==> config.mk <==
export PLATFORM = sky130hd
export DESIGN_NAME = serial_dac_rx
export DESIGN_NICKNAME = d
export VERILOG_FILES = /design/src/rtl/dacrx_pkg.sv /design/src/rtl/dacrx_sync.sv /design/src/rtl/dacrx_shifter.sv /design/src/rtl/dacrx_bank.sv /design/src/rtl/serial_dac_rx.sv
export SDC_FILE = /design/constraint.sdc
export NUM_CORES = 1
export LEC_CHECK = 0
export ABC_AREA = 1
export BUFFER_PORTS_ARGS = -buffer_cell sky130_fd_sc_hd__buf_2
export CAP_MARGIN = 20
export CORE_MARGIN = 2
export CORE_UTILIZATION = 50
export CTS_BUF_LIST = sky130_fd_sc_hd__clkbuf_4 sky130_fd_sc_hd__clkbuf_8
export DETAILED_ROUTE_END_ITERATION = 10
export MAX_ROUTING_LAYER = met4
export PLACE_DENSITY_LB_ADDON = 0.08
export SLEW_MARGIN = 20
export SYNTH_ARGS = -nofsm -noshare
export SYNTH_HDL_FRONTEND = slang
export SYNTH_SLANG_ARGS = --single-unit
==> constraint.sdc <==
create_clock -name clk -period 2.1 [get_ports clk]
set_clock_uncertainty 0.05 [all_clocks]
set_input_delay 0.21 -clock clk [delete_from_list [all_inputs] [get_ports clk]]
set_output_delay 0.21 -clock clk [all_outputs]
set_load 0.05 [all_outputs]
==> src/rtl/dacrx_pkg.sv <==
package dacrx_pkg;
   localparam int unsigned WORD_BITS = 32;
   localparam int unsigned FEAT_W    = 4;
   localparam int unsigned DATA_W    = 16;
   localparam int unsigned ADDR_W    = 4;
   localparam int unsigned CTRL_W    = 4;
   localparam int unsigned DATA_LSB  = FEAT_W;
   localparam int unsigned ADDR_LSB  = DATA_LSB + DATA_W;
   localparam int unsigned CTRL_LSB  = ADDR_LSB + ADDR_W;
   localparam int unsigned LEAD_BIT  = WORD_BITS - 1;

   typedef enum logic [CTRL_W-1:0] {
      OP_LOAD_INPUT = 4'h0
   } dac_op_e;
endpackage

==> src/rtl/dacrx_sync.sv <==
module dacrx_sync #(
   parameter int unsigned WIDTH  = 3,
   parameter int unsigned STAGES = 2,
   parameter logic [WIDTH-1:0] IDLE = '0
) (
   input  logic             clk,
   input  logic             rst_n,
   input  logic [WIDTH-1:0] d,
   output logic [WIDTH-1:0] q
);
   if (STAGES < 2) begin : g_bad_stages
      $error("dacrx_sync: STAGES must be at least 2");
   end

   logic [STAGES-1:0][WIDTH-1:0] pipe;

   for (genvar s = 0; s < STAGES; s++) begin : g_stage
      always_ff @(posedge clk or negedge rst_n) begin
         if (!rst_n) pipe[s] <= IDLE;
         else if (s == 0) pipe[s] <= d;
         else pipe[s] <= pipe[(s == 0) ? 0 : s-1];
      end
   end

   assign q = pipe[STAGES-1];
endmodule

==> src/rtl/dacrx_shifter.sv <==
module dacrx_shifter #(
   parameter int unsigned BITS = 32
) (
   input  logic            clk,
   input  logic            rst_n,
   input  logic            sclk_s,
   input  logic            sel_n_s,
   input  logic            din_s,
   output logic [BITS-1:0] word,
   output logic            word_done,
   output logic            short_frame
);
   localparam int unsigned CNT_W = $clog2(BITS + 1);

   if (BITS < 2) begin : g_bad_bits
      $error("dacrx_shifter: BITS must be at least 2");
   end

   logic             sclk_q, sel_q;
   logic [CNT_W-1:0] cnt;
   logic             sclk_fall, sel_fall, sel_rise;

   assign sclk_fall = sclk_q & ~sclk_s;
   assign sel_fall  = sel_q & ~sel_n_s;
   assign sel_rise  = ~sel_q & sel_n_s;

   always_ff @(posedge clk or negedge rst_n) begin
      if (!rst_n) begin
         sclk_q      <= 1'b1;
         sel_q       <= 1'b1;
         cnt         <= '0;
         word        <= '0;
         word_done   <= 1'b0;
         short_frame <= 1'b0;
      end else begin
         sclk_q      <= sclk_s;
         sel_q       <= sel_n_s;
         word_done   <= 1'b0;
         short_frame <= 1'b0;
         if (sel_fall) begin
            cnt <= '0;
         end else if (sel_rise) begin
            if (cnt != CNT_W'(BITS)) short_frame <= 1'b1;
            cnt <= '0;
         end else if (!sel_n_s && sclk_fall && cnt < CNT_W'(BITS)) begin
            word <= {word[BITS-2:0], din_s};
            cnt  <= cnt + 1'b1;
            if (cnt == CNT_W'(BITS - 1)) word_done <= 1'b1;
         end
      end
   end

   a_r9_count_bound: assert property (@(posedge clk) disable iff (!rst_n)
      cnt <= CNT_W'(BITS));
   a_r3_done_single: assert property (@(posedge clk) disable iff (!rst_n)
      word_done |=> !word_done);
   a_r6_short_single: assert property (@(posedge clk) disable iff (!rst_n)
      short_frame |=> !short_frame);
   a_r6_short_not_done: assert property (@(posedge clk) disable iff (!rst_n)
      short_frame |-> !word_done);
endmodule

==> src/rtl/dacrx_bank.sv <==
module dacrx_bank
   import dacrx_pkg::*;
#(
   parameter int unsigned CHANNELS = 8
) (
   input  logic                         clk,
   input  logic                         rst_n,
   input  logic                         word_done,
   input  logic [WORD_BITS-1:0]         word,
   output logic                         upd_strobe,
   output logic [ADDR_W-1:0]            upd_chan,
   output logic [CHANNELS*DATA_W-1:0]   ch_data,
   output logic                         proto_err,
   output logic                         cmd_unsup
);
   if (CHANNELS < 1 || CHANNELS > (1 << ADDR_W)) begin : g_bad_channels
      $error("dacrx_bank: CHANNELS out of address range");
   end

   logic              lead;
   logic [CTRL_W-1:0] op;
   logic [ADDR_W-1:0] addr;
   logic [DATA_W-1:0] value;
   logic              accept;

   assign lead   = word[LEAD_BIT];
   assign op     = word[CTRL_LSB +: CTRL_W];
   assign addr   = word[ADDR_LSB +: ADDR_W];
   assign value  = word[DATA_LSB +: DATA_W];
   assign accept = word_done && !lead && (op == OP_LOAD_INPUT)
                   && (32'(addr) < CHANNELS);

   for (genvar i = 0; i < CHANNELS; i++) begin : g_chan
      logic [DATA_W-1:0] r;
      always_ff @(posedge clk or negedge rst_n) begin
         if (!rst_n) r <= '0;
         else if (accept && addr == ADDR_W'(i)) r <= value;
      end
      assign ch_data[i*DATA_W +: DATA_W] = r;
   end

   always_ff @(posedge clk or negedge rst_n) begin
      if (!rst_n) begin
         upd_strobe <= 1'b0;
         upd_chan   <= '0;
         proto_err  <= 1'b0;
         cmd_unsup  <= 1'b0;
      end else begin
         upd_strobe <= accept;
         proto_err  <= word_done && lead;
         cmd_unsup  <= word_done && !lead && (op != OP_LOAD_INPUT);
         if (accept) upd_chan <= addr;
      end
   end

   a_r7_proto_excl: assert property (@(posedge clk) disable iff (!rst_n)
      proto_err |-> (!upd_strobe && !cmd_unsup));
   a_r8_unsup_excl: assert property (@(posedge clk) disable iff (!rst_n)
      cmd_unsup |-> !upd_strobe);
   a_r3_strobe_single: assert property (@(posedge clk) disable iff (!rst_n)
      upd_strobe |=> !upd_strobe);
   a_r2_hold_when_idle: assert property (@(posedge clk) disable iff (!rst_n)
      !word_done |=> $stable(ch_data));
endmodule

==> src/rtl/serial_dac_rx.sv <==
module serial_dac_rx
   import dacrx_pkg::*;
#(
   parameter int unsigned CHANNELS    = 8,
   parameter int unsigned SYNC_STAGES = 2
) (
   input  logic                       clk,
   input  logic                       rst_n,
   input  logic                       sclk,
   input  logic                       sync_n,
   input  logic                       din,
   output logic                       upd_strobe,
   output logic [ADDR_W-1:0]          upd_chan,
   output logic [CHANNELS*DATA_W-1:0] ch_data,
   output logic                       frame_err,
   output logic                       proto_err,
   output logic                       cmd_unsup
);
   logic [2:0]           synced;
   logic [WORD_BITS-1:0] word;
   logic                 word_done;

   dacrx_sync #(.WIDTH(3), .STAGES(SYNC_STAGES), .IDLE(3'b110)) u_sync (
      .clk(clk), .rst_n(rst_n), .d({sclk, sync_n, din}), .q(synced));

   dacrx_shifter #(.BITS(WORD_BITS)) u_shift (
      .clk(clk), .rst_n(rst_n),
      .sclk_s(synced[2]), .sel_n_s(synced[1]), .din_s(synced[0]),
      .word(word), .word_done(word_done), .short_frame(frame_err));

   dacrx_bank #(.CHANNELS(CHANNELS)) u_bank (
      .clk(clk), .rst_n(rst_n), .word_done(word_done), .word(word),
      .upd_strobe(upd_strobe), .upd_chan(upd_chan), .ch_data(ch_data),
      .proto_err(proto_err), .cmd_unsup(cmd_unsup));

   a_r6_err_no_strobe: assert property (@(posedge clk) disable iff (!rst_n)
      frame_err |-> !upd_strobe);
endmodule

# After elaboration in Yosys (flattened, before gate mapping)
# Index checks and enable logic that the tools add are counted.
classes:
  addsub: 1
  muxes: 10
  magnitude_cmp: 2
  eq_ne: 9
  n_reduce_logical: 22
  n_bitwise: 8
ops:
  columns: ["cell", "n"]
  rows:
  - ["$mux 6", 3]
  - ["$eq 4x3->1 const B", 4]
  - ["$logic_and 1x1->1", 15]
  - ["$eq 4x2->1 const B", 2]
  - ["$logic_not 4->1", 2]
  - ["$mux 1", 7]
  - ["$add 6x1->6 const B", 1]
  - ["$eq 6x5->1 const B", 1]
  - ["$lt 6x6->1 const B", 1]
  - ["$ne 6x6->1 const B", 1]
  - ["$not 1->1", 5]
  - ["$eq 4x1->1 const B", 1]
  - ["$lt 4x4->1 const B", 1]
  - ["$reduce_bool 4->1", 1]
  - ["$and 1x1->1", 3]
  - ["$reduce_and 3->1", 1]
  - ["$reduce_bool 3->1", 1]
  - ["$logic_not 1->1", 2]
totals:
  reg_bits: 183
  in_bits: 5
  out_inout_bits: 136

# Logic depth before layout (Yosys ltp)
# Gate-level depths: netlist (run 1).
logic_depth:
  word_depth: 7
  mapped_depth: 8
  ltp_nobuf: 7

# By module
# A second synthesis (run 1) with hierarchy kept.
hier_totals:
  cells_unflattened: 829
  hier_area_um2: 7470.9
modules_own_cells:
  columns: ["module", "instances", "area_per_inst_um2", "seq_area_each_um2", "cells_each"]
  rows:
  - ["dacrx_bank", 1, 5465.2, 3378.2, 612]
  - ["dacrx_shifter", 1, 1828.0, 1053.5, 208]
  - ["dacrx_sync", 1, 177.7, 155.1, 9]

# Worst setup path after synthesis (run 1)
# No wires, ideal clock.
synth_path:
  kind: "register -> register"
  startpoint: "register u_shift.sel_q"
  endpoint: "register u_shift.word[31]"
  setup_time_ps: 127
  required_ps: 1923
  stages_incl_launch_ff: 7
  slack_ps: 522
  n_path_buf: 1
  arrival_time_ps: 1402
  path_cell_list: "dfstp_2 -> inv_1 -> ha_1 -> inv_2 -> nor2_2 -> buf_2 -> o21ai_0"
synth_between:
  elab_chain_len: 4
synth_lines:
  columns: ["item", "line_no", "rtl"]
  rows:
  - ["from (decl)", "dacrx_shifter.sv:19", "logic sclk_q, sel_q;"]
  - ["from (signal assigned)", "dacrx_shifter.sv:37", "sel_q <= sel_n_s;"]
  - ["$not 1->1", "dacrx_shifter.sv:25", "assign sel_rise = ~sel_q & sel_n_s;"]
  - ["$and 1x1->1", "dacrx_shifter.sv:25", null]
  - ["$not 1->1 (no source line)", null, null]
  - ["$reduce_and 3->1 (no source line) (*)", null, null]
  - ["to (signal assigned)", "dacrx_shifter.sv:46", "word <= {word[BITS-2:0], din_s};"]
  - ["to (decl)", "dacrx_shifter.sv:9", "output logic [BITS-1:0] word,"]
# Every way passes the cells marked *; elsewhere a longest branch is shown, timed or not.
# A chain may end at the register's enable or synchronous reset.

# Final worst setup path (run 1)
layout_path:
  startpoint: "register u_shift.word[25]"
  endpoint: "register u_bank.g_chan[1].r[3]"
layout_between:
  elab_chain_len: 4
layout_lines:
  columns: ["item", "line_no", "rtl"]
  rows:
  - ["$logic_not 4->1", "dacrx_bank.sv:30", "assign accept = word_done && !lead && (op == OP_LOAD_INPUT)"]
  - ["$logic_and 1x1->1", "dacrx_bank.sv:30", null]
  - ["$logic_and 1x1->1", "dacrx_bank.sv:31", "&& (32'(addr) < CHANNELS);"]
  - ["$logic_and 1x1->1", "dacrx_bank.sv:37", "else if (accept && addr == ADDR_W'(i)) r <= value;"]
  - ["to (signal assigned)", "dacrx_bank.sv:37", null]
  - ["to (decl)", "dacrx_bank.sv:34", "logic [DATA_W-1:0] r;"]
# Every way passes these cells.

==> results of run 1 <==
-- cells by family (layout without fill, tap and decap cells) --
kind of cell	count (synthesis)	count (layout)	share of synthesized area
flops	183	183	0.626
compound gates	41	41	0.0285
fa+ha+maj	4	4	0.00684
simple gates	513	513	0.293
buf+inv	77	216	0.0455
-- worst max-delay path by stage --
stage          cells after the start                            endpoint                    startpoint  slack (ns)
2_1_floorplan                      6        u_shift.word[31]$_DFFE_PN0P_       u_shift.sel_q$_DFF_PN1_        0.52
3_3_place_gp                       6  u_bank.g_chan[0].r[14]$_DFFE_PN0P_  u_shift.word[25]$_DFFE_PN0P_        0.26
3_5_place_dp                       6   u_bank.g_chan[0].r[2]$_DFFE_PN0P_  u_shift.word[25]$_DFFE_PN0P_        0.19
4_1_cts                            6   u_bank.g_chan[0].r[2]$_DFFE_PN0P_  u_shift.word[25]$_DFFE_PN0P_        0.16
5_1_grt                            6   u_bank.g_chan[2].r[8]$_DFFE_PN0P_  u_shift.word[25]$_DFFE_PN0P_       -0.03
6_report                           6   u_bank.g_chan[1].r[3]$_DFFE_PN0P_  u_shift.word[25]$_DFFE_PN0P_        0.21
-- Yosys cell counts, types with 3 or more instances --
library cell | count | area [um^2]
buf_2 | 32 | 160
clkbuf_1 | 22 | 82.6
dfrtp_1 | 177 | 4430
dfstp_2 | 6 | 158
ha_1 | 4 | 50.1
inv_1 | 20 | 75.1
nand2_1 | 348 | 1310
nand2_2 | 4 | 25.0
nand3_1 | 131 | 656
nor2_1 | 16 | 60.1
nor2_2 | 9 | 56.3
o21ai_0 | 35 | 175
o21ai_1 | 3 | 15.0
-- registers in the layout, summed over array words and instances (netlist names) --
name	count
u_shift.sclk_q	1
u_shift.sel_q	1
u_bank.proto_err	1
u_bank.upd_strobe	1
u_bank.g_chan.r	128
u_sync.q	3
u_shift.word	32
u_shift.cnt	6
u_shift.word_done	1
u_bank.cmd_unsup	1
u_sync.pipe	3
u_bank.upd_chan	4
u_shift.short_frame	1
-- power groups by stage --
stage	sequential, W	clock [W]	combinational [W]
floorplan	0.00365	0	0.0000753
global placement	0.00367	0	0.000164
detailed placement	0.00368	0	0.000169
CTS	0.00361	0.00243	0.000175
global route	0.00361	0.00256	0.000198
finish	0.00361	0.00237	0.000170
-- stage by stage --
step | util | cells | hold WS [ns] | TNS (ns) | setup slack [ns]
final | 0.597 | 1141 | 0.200 | 0 | 0.214
after global routing | 0.597 | 1141 | 0.214 | -0.196 | -0.0317
after CTS | 0.597 | 1141 | 0.192 | 0 | 0.158
after detailed placement | 0.566 | 1105 | 0.119 | 0 | 0.185
after global placement | 0.566 | 1105 | 0.117 | 0 | 0.258
after floorplan | - | 818 | -0.136 | 0 | 0.522
-- layout make-up --
class / count / area (um^2) / area share
multi-input combinational: 558 / 2400 / 0.279
tap: 184 / 230 / 0.0267
timing repair buffer: 162 / 907 / 0.105
clock inverter: 10 / 100 / 0.0116
inverter: 22 / 82.6 / 0.00959
clock buffer: 22 / 297 / 0.0344
sequential: 183 / 4590 / 0.533
-- metal layers --
metal / track usage / part of all wire / vias to the layer above
met5: - / 0 / -
met4: 0.0810 / 0.021 / 0
li1: - / - / 2845
met3: 0.0449 / 0.055 / 36
met2: 0.393 / 0.47 / 200
met1: 0.353 / 0.45 / 2914
-- repair_timing --
action / in CTS / in global routing
endpoints found under the setup margin: 0 / 22
setup buffers: 0 / 0
resized for setup: 0 / 1
hold buffers: 4 / 0
hold endpoints to repair: 47 / 0
==> run_summary.xml, run 1 <==
<?xml version="1.0" encoding="UTF-8"?>
<metrics>
  <group name="logic_synthesis">
    <metric name="ys_seq_elements" unit="">183</metric>
    <metric name="postSynth.topFlopCell" unit="">dfrtp_1</metric>
    <metric name="ys.warnings.count" unit="">0</metric>
    <metric name="syn-num-nets" unit="">827</metric>
    <metric name="post_synth_inst_count" unit="">818</metric>
    <metric name="synth-async-reset-ratio" unit="">1.00</metric>
    <metric name="summed_instance_area_of_the_synthesized_netlist" unit="mm^2">0.00732</metric>
    <metric name="yosysSeqAreaShare" unit="">0.626</metric>
    <metric name="number_of_synthesized_flops_with_an_enable_pin" unit="">0</metric>
    <metric name="synth_cell_type_count" unit="">21</metric>
    <metric name="synthesis.area_per_instance" unit="um^2">8.95</metric>
  </group>
  <group name="cells_and_area">
    <metric name="area_growth_syn_to_layout" unit="%">17.6</metric>
    <metric name="layout_common_cells" unit="">347 x nand2_1, 177 x dfrtp_1, 139 x buf_2, 131 x nand3_1, 35 x o21ai_0</metric>
    <metric name="layout_commonest_cell" unit="">nand2_1</metric>
    <metric name="antennaDiodeCount" unit="">0</metric>
    <metric name="final_layout_size_suffix_gt1_frac" unit="">0.224</metric>
    <metric name="nNetsFinal" unit="">953</metric>
    <metric name="post-route-cell-area" unit="mm^2">0.00861</metric>
    <metric name="filler_cell_count" unit="">1307</metric>
  </group>
  <group name="critical_path">
    <metric name="critical-path-top-cell-by-count" unit="">nand2_1</metric>
    <metric name="critPathTopFamily" unit="">simple AND/OR/NAND/NOR gates</metric>
    <metric name="timing.critical_path.slowest_cell_delay" unit="ns">0.45</metric>
    <metric name="arrival" unit="ns">2.18</metric>
    <metric name="cpMaxStageDelayCell" unit="">nand2_1</metric>
    <metric name="cp_max_fo" unit="">18</metric>
    <metric name="critical_path.endpoint_type" unit="">flop</metric>
    <metric name="rr_worst_depth" unit="">6</metric>
    <metric name="critical_path_required" unit="ns">2.40</metric>
    <metric name="timing.critical_path.cells" unit="">nor2_1 -&gt; nand2_1 -&gt; nor2_4 -&gt; nand2_1 -&gt; nand2_1 -&gt; nand2_1</metric>
    <metric name="worst-path-buf-inv" unit="">0</metric>
    <metric name="timing.setup.critical_path_class" unit="">flop to flop</metric>
    <metric name="start_kind" unit="">flop</metric>
    <metric name="ff2ff_setup_slack" unit="ns">0.21</metric>
    <metric name="regToRegEndpoint" unit="">u_bank.g_chan[1].r[3]$_DFFE_PN0P_</metric>
    <metric name="r2r_start" unit="">u_shift.word[25]$_DFFE_PN0P_</metric>
  </group>
  <group name="floorplanning">
    <metric name="io_pins" unit="">141</metric>
    <metric name="die_y" unit="um">125</metric>
    <metric name="fp.coreArea" unit="mm^2">0.0144</metric>
    <metric name="die_boundary_width" unit="um">125</metric>
    <metric name="floorplan.rows" unit="">44</metric>
    <metric name="starting_density_of_the_core" unit="">0.508</metric>
    <metric name="fp.dieArea" unit="mm^2">0.0156</metric>
  </group>
  <group name="pwr">
    <metric name="total_power" unit="W">0.00615</metric>
    <metric name="seq_power_share" unit="">0.587</metric>
    <metric name="power-per-cell-area" unit="mW/mm^2">714</metric>
    <metric name="internal_power" unit="W">0.00478</metric>
    <metric name="share_comb_of_total_power" unit="">0.028</metric>
    <metric name="power_switching" unit="W">0.00136</metric>
    <metric name="static_power_due_to_leakage" unit="nW">5.15</metric>
    <metric name="share_clk_of_total_power" unit="">0.386</metric>
    <metric name="swShare" unit="">0.222</metric>
    <metric name="irDropWorstVdd" unit="mV">0.425</metric>
  </group>
  <group name="placed_design">
    <metric name="place.detailed.hpwl" unit="um">12500</metric>
    <metric name="portBuffers" unit="">140</metric>
    <metric name="detailed_place.area" unit="mm^2">0.00817</metric>
    <metric name="routabilityCongestion" unit="">0.865</metric>
  </group>
  <group name="clocking">
    <metric name="h-tree-depth" unit="">4</metric>
    <metric name="clock-root-buffer" unit="">clkbuf_8</metric>
    <metric name="clk_pin_slew" unit="ns">0.09</metric>
    <metric name="num_cts_buffers" unit="">17</metric>
    <metric name="cts_tree" unit="">yes</metric>
    <metric name="max-clock-path-buffers" unit="">2</metric>
    <metric name="clock_sinks" unit="">183</metric>
    <metric name="clkLatencyLatePin" unit="ns">0.45</metric>
  </group>
  <group name="sta">
    <metric name="grt_setup_unrepaired" unit="">true</metric>
    <metric name="hold_violations" unit="">0</metric>
    <metric name="maxSlewViolCount" unit="">0</metric>
    <metric name="setup_violations" unit="">0</metric>
    <metric name="worstMarginPinSlew" unit="ns">0.604</metric>
    <metric name="fin_crit" unit="ns">1.89</metric>
    <metric name="final.period_utilization" unit="">0.898</metric>
    <metric name="fmax" unit="MHz">530</metric>
    <metric name="relSlewSlack" unit="">0.597</metric>
  </group>
  <group name="run">
    <metric name="timing.max_cap.violations" unit="">0</metric>
  </group>
  <group name="route">
    <metric name="route.detailed.wl_per_inst" unit="um">16.7</metric>
    <metric name="detail_route.vias_per_cell" unit="">5.25</metric>
    <metric name="routed_wirelength" unit="um">19100</metric>
    <metric name="via_count" unit="">5995</metric>
    <metric name="drt_iter0_drc" unit="">436</metric>
    <metric name="drt_pass1_iterations" unit="">5</metric>
    <metric name="final_antenna_net_count" unit="">0</metric>
    <metric name="remaining_drc_errors" unit="">0</metric>
  </group>
  <group name="grt">
    <metric name="grt_start_max_net_pins" unit="">73</metric>
    <metric name="first_global_vias" unit="">5787</metric>
    <metric name="track_usage" unit="">0.256</metric>
    <metric name="antenna_found_initial" unit="">0</metric>
    <metric name="grt_pass1_wl" unit="um">30600</metric>
    <metric name="grt_overflow_total" unit="">0</metric>
  </group>
  <group name="outcome">
    <metric name="outcome" unit="">complete, no violations</metric>
  </group>
  <group name="min_path">
    <metric name="holdCritPathClass" unit="">input pin to asynchronous set/reset pin</metric>
  </group>
</metrics>
Note: power is estimated with default switching activity, not from simulation.
==> run 2, diff against run 1 <==
Settings changed: GPL_TIMING_DRIVEN set to 0, SYNTH_HIERARCHICAL set to 1.
Clock period 2.1 ns to 2.2 ns, I/O delays scaled along.
==> run_summary.xml, run 2 <==
<?xml version="1.0" encoding="UTF-8"?>
<metrics>
  <group name="logic_synthesis">
    <metric name="synthesis.area_per_instance" unit="um^2">9.01</metric>
    <metric name="synth_cell_type_count" unit="">24</metric>
    <metric name="postSynth.topFlopCell" unit="">dfrtp_1</metric>
    <metric name="number_of_synthesized_flops_with_an_enable_pin" unit="">0</metric>
    <metric name="synth-async-reset-ratio" unit="">1.00</metric>
    <metric name="summed_instance_area_of_the_synthesized_netlist" unit="mm^2">0.00747</metric>
    <metric name="synthDominantCellAreaShare" unit="">0.593</metric>
    <metric name="synth.area.top_cells" unit="">dfrtp_1 59%, nand2_1 17%, nand3_1 9.0%, buf_2 2.8%, o21ai_0 2.6%</metric>
    <metric name="synthDominantAreaCellType" unit="">dfrtp_1</metric>
    <metric name="ys.warnings.count" unit="">6</metric>
    <metric name="most_numerous_cell_in_the_yosys_netlist" unit="">nand2_1</metric>
    <metric name="ys_seq_elements" unit="">183</metric>
    <metric name="yosysSeqAreaShare" unit="">0.614</metric>
    <metric name="syn-num-nets" unit="">838</metric>
    <metric name="post_synth_inst_count" unit="">829</metric>
    <metric name="netlist_top_cells_count" unit="">347 x nand2_1, 177 x dfrtp_1, 135 x nand3_1, 42 x buf_2, 39 x o21ai_0</metric>
  </group>
  <group name="critical_path">
    <metric name="arrival" unit="ns">2.28</metric>
    <metric name="timing.setup.critical_path_class" unit="">flop to flop</metric>
    <metric name="critical-path-top-cell-by-count" unit="">inv_1</metric>
    <metric name="critical_path.endpoint_type" unit="">flop</metric>
    <metric name="critical_path_required" unit="ns">2.56</metric>
    <metric name="cp_max_fo" unit="">10</metric>
    <metric name="cpMaxStageDelayCell" unit="">dfstp_2</metric>
    <metric name="rr_worst_depth" unit="">7</metric>
    <metric name="critPathTopFamily" unit="">buffers and inverters</metric>
    <metric name="worst-path-stages" unit="">7</metric>
    <metric name="worst-path-buf-inv" unit="">4</metric>
    <metric name="start_kind" unit="">flop</metric>
    <metric name="timing.critical_path.cells" unit="">buf_4 -&gt; inv_1 -&gt; ha_1 -&gt; inv_1 -&gt; clkbuf_1 -&gt; o21ai_0 -&gt; nand2_1</metric>
    <metric name="timing.critical_path.slowest_cell_delay" unit="ns">0.53</metric>
  </group>
  <group name="grt">
    <metric name="first_global_vias" unit="">5687</metric>
    <metric name="grt_overflow_total" unit="">0</metric>
    <metric name="track_usage" unit="">0.254</metric>
    <metric name="antenna_found_initial" unit="">0</metric>
    <metric name="grt_pass1_wl" unit="um">30300</metric>
    <metric name="grt_start_max_net_pins" unit="">100</metric>
  </group>
  <group name="placed_design">
    <metric name="portBuffers" unit="">140</metric>
    <metric name="detailed_place.area" unit="mm^2">0.00847</metric>
    <metric name="routabilityCongestion" unit="">0.801</metric>
    <metric name="place.detailed.hpwl" unit="um">12700</metric>
  </group>
  <group name="route">
    <metric name="routed_wirelength" unit="um">19200</metric>
    <metric name="route.detailed.wl_per_inst" unit="um">16.1</metric>
    <metric name="drt_iter0_drc" unit="">389</metric>
    <metric name="detail_route.vias_per_cell" unit="">5.11</metric>
    <metric name="via_count" unit="">6087</metric>
    <metric name="final_antenna_net_count" unit="">0</metric>
    <metric name="remaining_drc_errors" unit="">0</metric>
    <metric name="drt_pass1_iterations" unit="">4</metric>
  </group>
  <group name="pwr">
    <metric name="irDropWorstVdd" unit="mV">0.383</metric>
    <metric name="static_power_due_to_leakage" unit="nW">5.41</metric>
    <metric name="power-per-cell-area" unit="mW/mm^2">690</metric>
  </group>
  <group name="cells_and_area">
    <metric name="flip_flop_count_of_the_largest_register_after_layout" unit="">128</metric>
    <metric name="layout_commonest_cell" unit="">nand2_1</metric>
    <metric name="post-route-cell-area" unit="mm^2">0.00894</metric>
    <metric name="registers.top_by_ff_count" unit="">u_bank/g_chan.r</metric>
    <metric name="largestRegisters" unit="">u_bank/g_chan.r: 128 flops, u_shift/word: 32 flops, u_shift/cnt: 6 flops</metric>
    <metric name="area_growth_syn_to_layout" unit="%">19.7</metric>
    <metric name="nNetsFinal" unit="">1003</metric>
    <metric name="final_layout_size_suffix_gt1_frac" unit="">0.254</metric>
    <metric name="layout_common_cells" unit="">347 x nand2_1, 181 x buf_2, 177 x dfrtp_1, 135 x nand3_1, 39 x o21ai_0</metric>
    <metric name="antennaDiodeCount" unit="">0</metric>
  </group>
  <group name="floorplanning">
    <metric name="floorplan.rows" unit="">44</metric>
    <metric name="die_y" unit="um">126</metric>
    <metric name="starting_density_of_the_core" unit="">0.512</metric>
    <metric name="fp.coreArea" unit="mm^2">0.0146</metric>
    <metric name="fp.dieArea" unit="mm^2">0.0159</metric>
    <metric name="die_boundary_width" unit="um">126</metric>
    <metric name="io_pins" unit="">141</metric>
  </group>
  <group name="clocking">
    <metric name="clkLatencyLatePin" unit="ns">0.47</metric>
    <metric name="clock_sinks" unit="">183</metric>
    <metric name="num_cts_buffers" unit="">17</metric>
    <metric name="clk_pin_slew" unit="ns">0.09</metric>
    <metric name="post_cts_resize_count" unit="">0</metric>
    <metric name="h-tree-depth" unit="">4</metric>
    <metric name="cts_tree" unit="">yes</metric>
    <metric name="cts-hold-fix-buffers" unit="">4</metric>
    <metric name="clock-root-buffer" unit="">clkbuf_8</metric>
    <metric name="post-cts-setup-buffer-count" unit="">0</metric>
    <metric name="max-clock-path-buffers" unit="">2</metric>
  </group>
  <group name="sta">
    <metric name="worstMarginPinSlew" unit="ns">0.561</metric>
    <metric name="final.period_utilization" unit="">0.873</metric>
    <metric name="maxSlewViolCount" unit="">0</metric>
    <metric name="relSlewSlack" unit="">0.626</metric>
    <metric name="grt_setup_unrepaired" unit="">false</metric>
    <metric name="fmax" unit="MHz">520</metric>
    <metric name="setup_violations" unit="">0</metric>
    <metric name="fin_crit" unit="ns">1.92</metric>
    <metric name="final.setup.tns" unit="ns">0</metric>
    <metric name="hold_violations" unit="">0</metric>
  </group>
  <group name="min_path">
    <metric name="holdCritPathClass" unit="">input pin to asynchronous set/reset pin</metric>
  </group>
  <group name="outcome">
    <metric name="outcome" unit="">complete, no violations</metric>
  </group>
  <group name="run">
    <metric name="timing.max_cap.violations" unit="">0</metric>
  </group>
</metrics>
run 2: cell types whose count changed after synthesis, sizes merged, moves of 2 or more:
cell	delta
nand3	+4
nand2	+6
buf	+16
nor2	-5
clkbuf	-11
nand4	-2
run 2: layout make-up:
class                   instances  area [um^2]
plain buffers                  60          317
clock buffers                  19          255
clock inverters                13          178
fillers                      1347         5650
inverters                      21         78.8
multi-input cells             565         2490
flip-flops and latches        183         4590
well taps                     184          230
repair buffers                146          806
run 2: path summary, 6_finish.rpt:
check                                         start                            endpoint  slack (ns)
max in group asynchronous                     rst_n          u_shift/cnt[0]$_DFFE_PN0P_        0.97
setup reg to reg              u_sync/q[1]$_DFF_PN1_        u_shift/word[29]$_DFFE_PN0P_        0.28
setup / recovery              u_sync/q[1]$_DFF_PN1_        u_shift/word[29]$_DFFE_PN0P_        0.28
hold / removal                                rst_n  u_bank/g_chan[6].r[11]$_DFFE_PN0P_        0.09
min in group clk           u_sync/pipe[2]$_DFF_PN1_               u_sync/q[2]$_DFF_PN1_        0.31
hold reg to reg            u_sync/pipe[2]$_DFF_PN1_               u_sync/q[2]$_DFF_PN1_        0.31
run 2: power by group:
| group | internal [W] | switching, W |
|---|---|---|
| Combinational | 0.0000706 | 0.000183 |
| Sequential | 0.00342 | 0.0000355 |
| Clock | 0.00128 | 0.00119 |
run 2: layer usage:
layer | part of all wire | track usage | up-vias
met5 | 0 | - | -
met4 | 0.026 | 0.0950 | 0
met3 | 0.056 | 0.0429 | 25
met2 | 0.46 | 0.378 | 167
met1 | 0.46 | 0.356 | 2927
li1 | - | - | 2968
run 2: kinds of logic (layout without fill, tap and decap cells):
| family | Yosys count | count (layout) | synth area share |
|---|---|---|---|
| AOI/OAI and AO/OA | 43 | 43 | 0.0293 |
| DFF | 183 | 183 | 0.614 |
| adders and majority gates | 4 | 4 | 0.00670 |
| buffers and inverters | 81 | 259 | 0.0529 |
| and+or+nand+nor | 518 | 518 | 0.297 |
run 2: through the flow:
step / utilization / hold WS (ns) / total power [W] / cells / setup WS, ns
after global routing: 0.613 / 0.0763 / 0.00642 / 1191 / 0.117
after global placement: 0.576 / 0.276 / 0.00375 / 1153 / -2.10
after CTS: 0.613 / 0.0780 / 0.00622 / 1191 / 0.276
after detailed placement: 0.580 / -0.0113 / 0.00377 / 1155 / 0.312
final: 0.613 / 0.0908 / 0.00617 / 1191 / 0.279
after floorplan: - / -0.126 / 0.00363 / 829 / 0.573
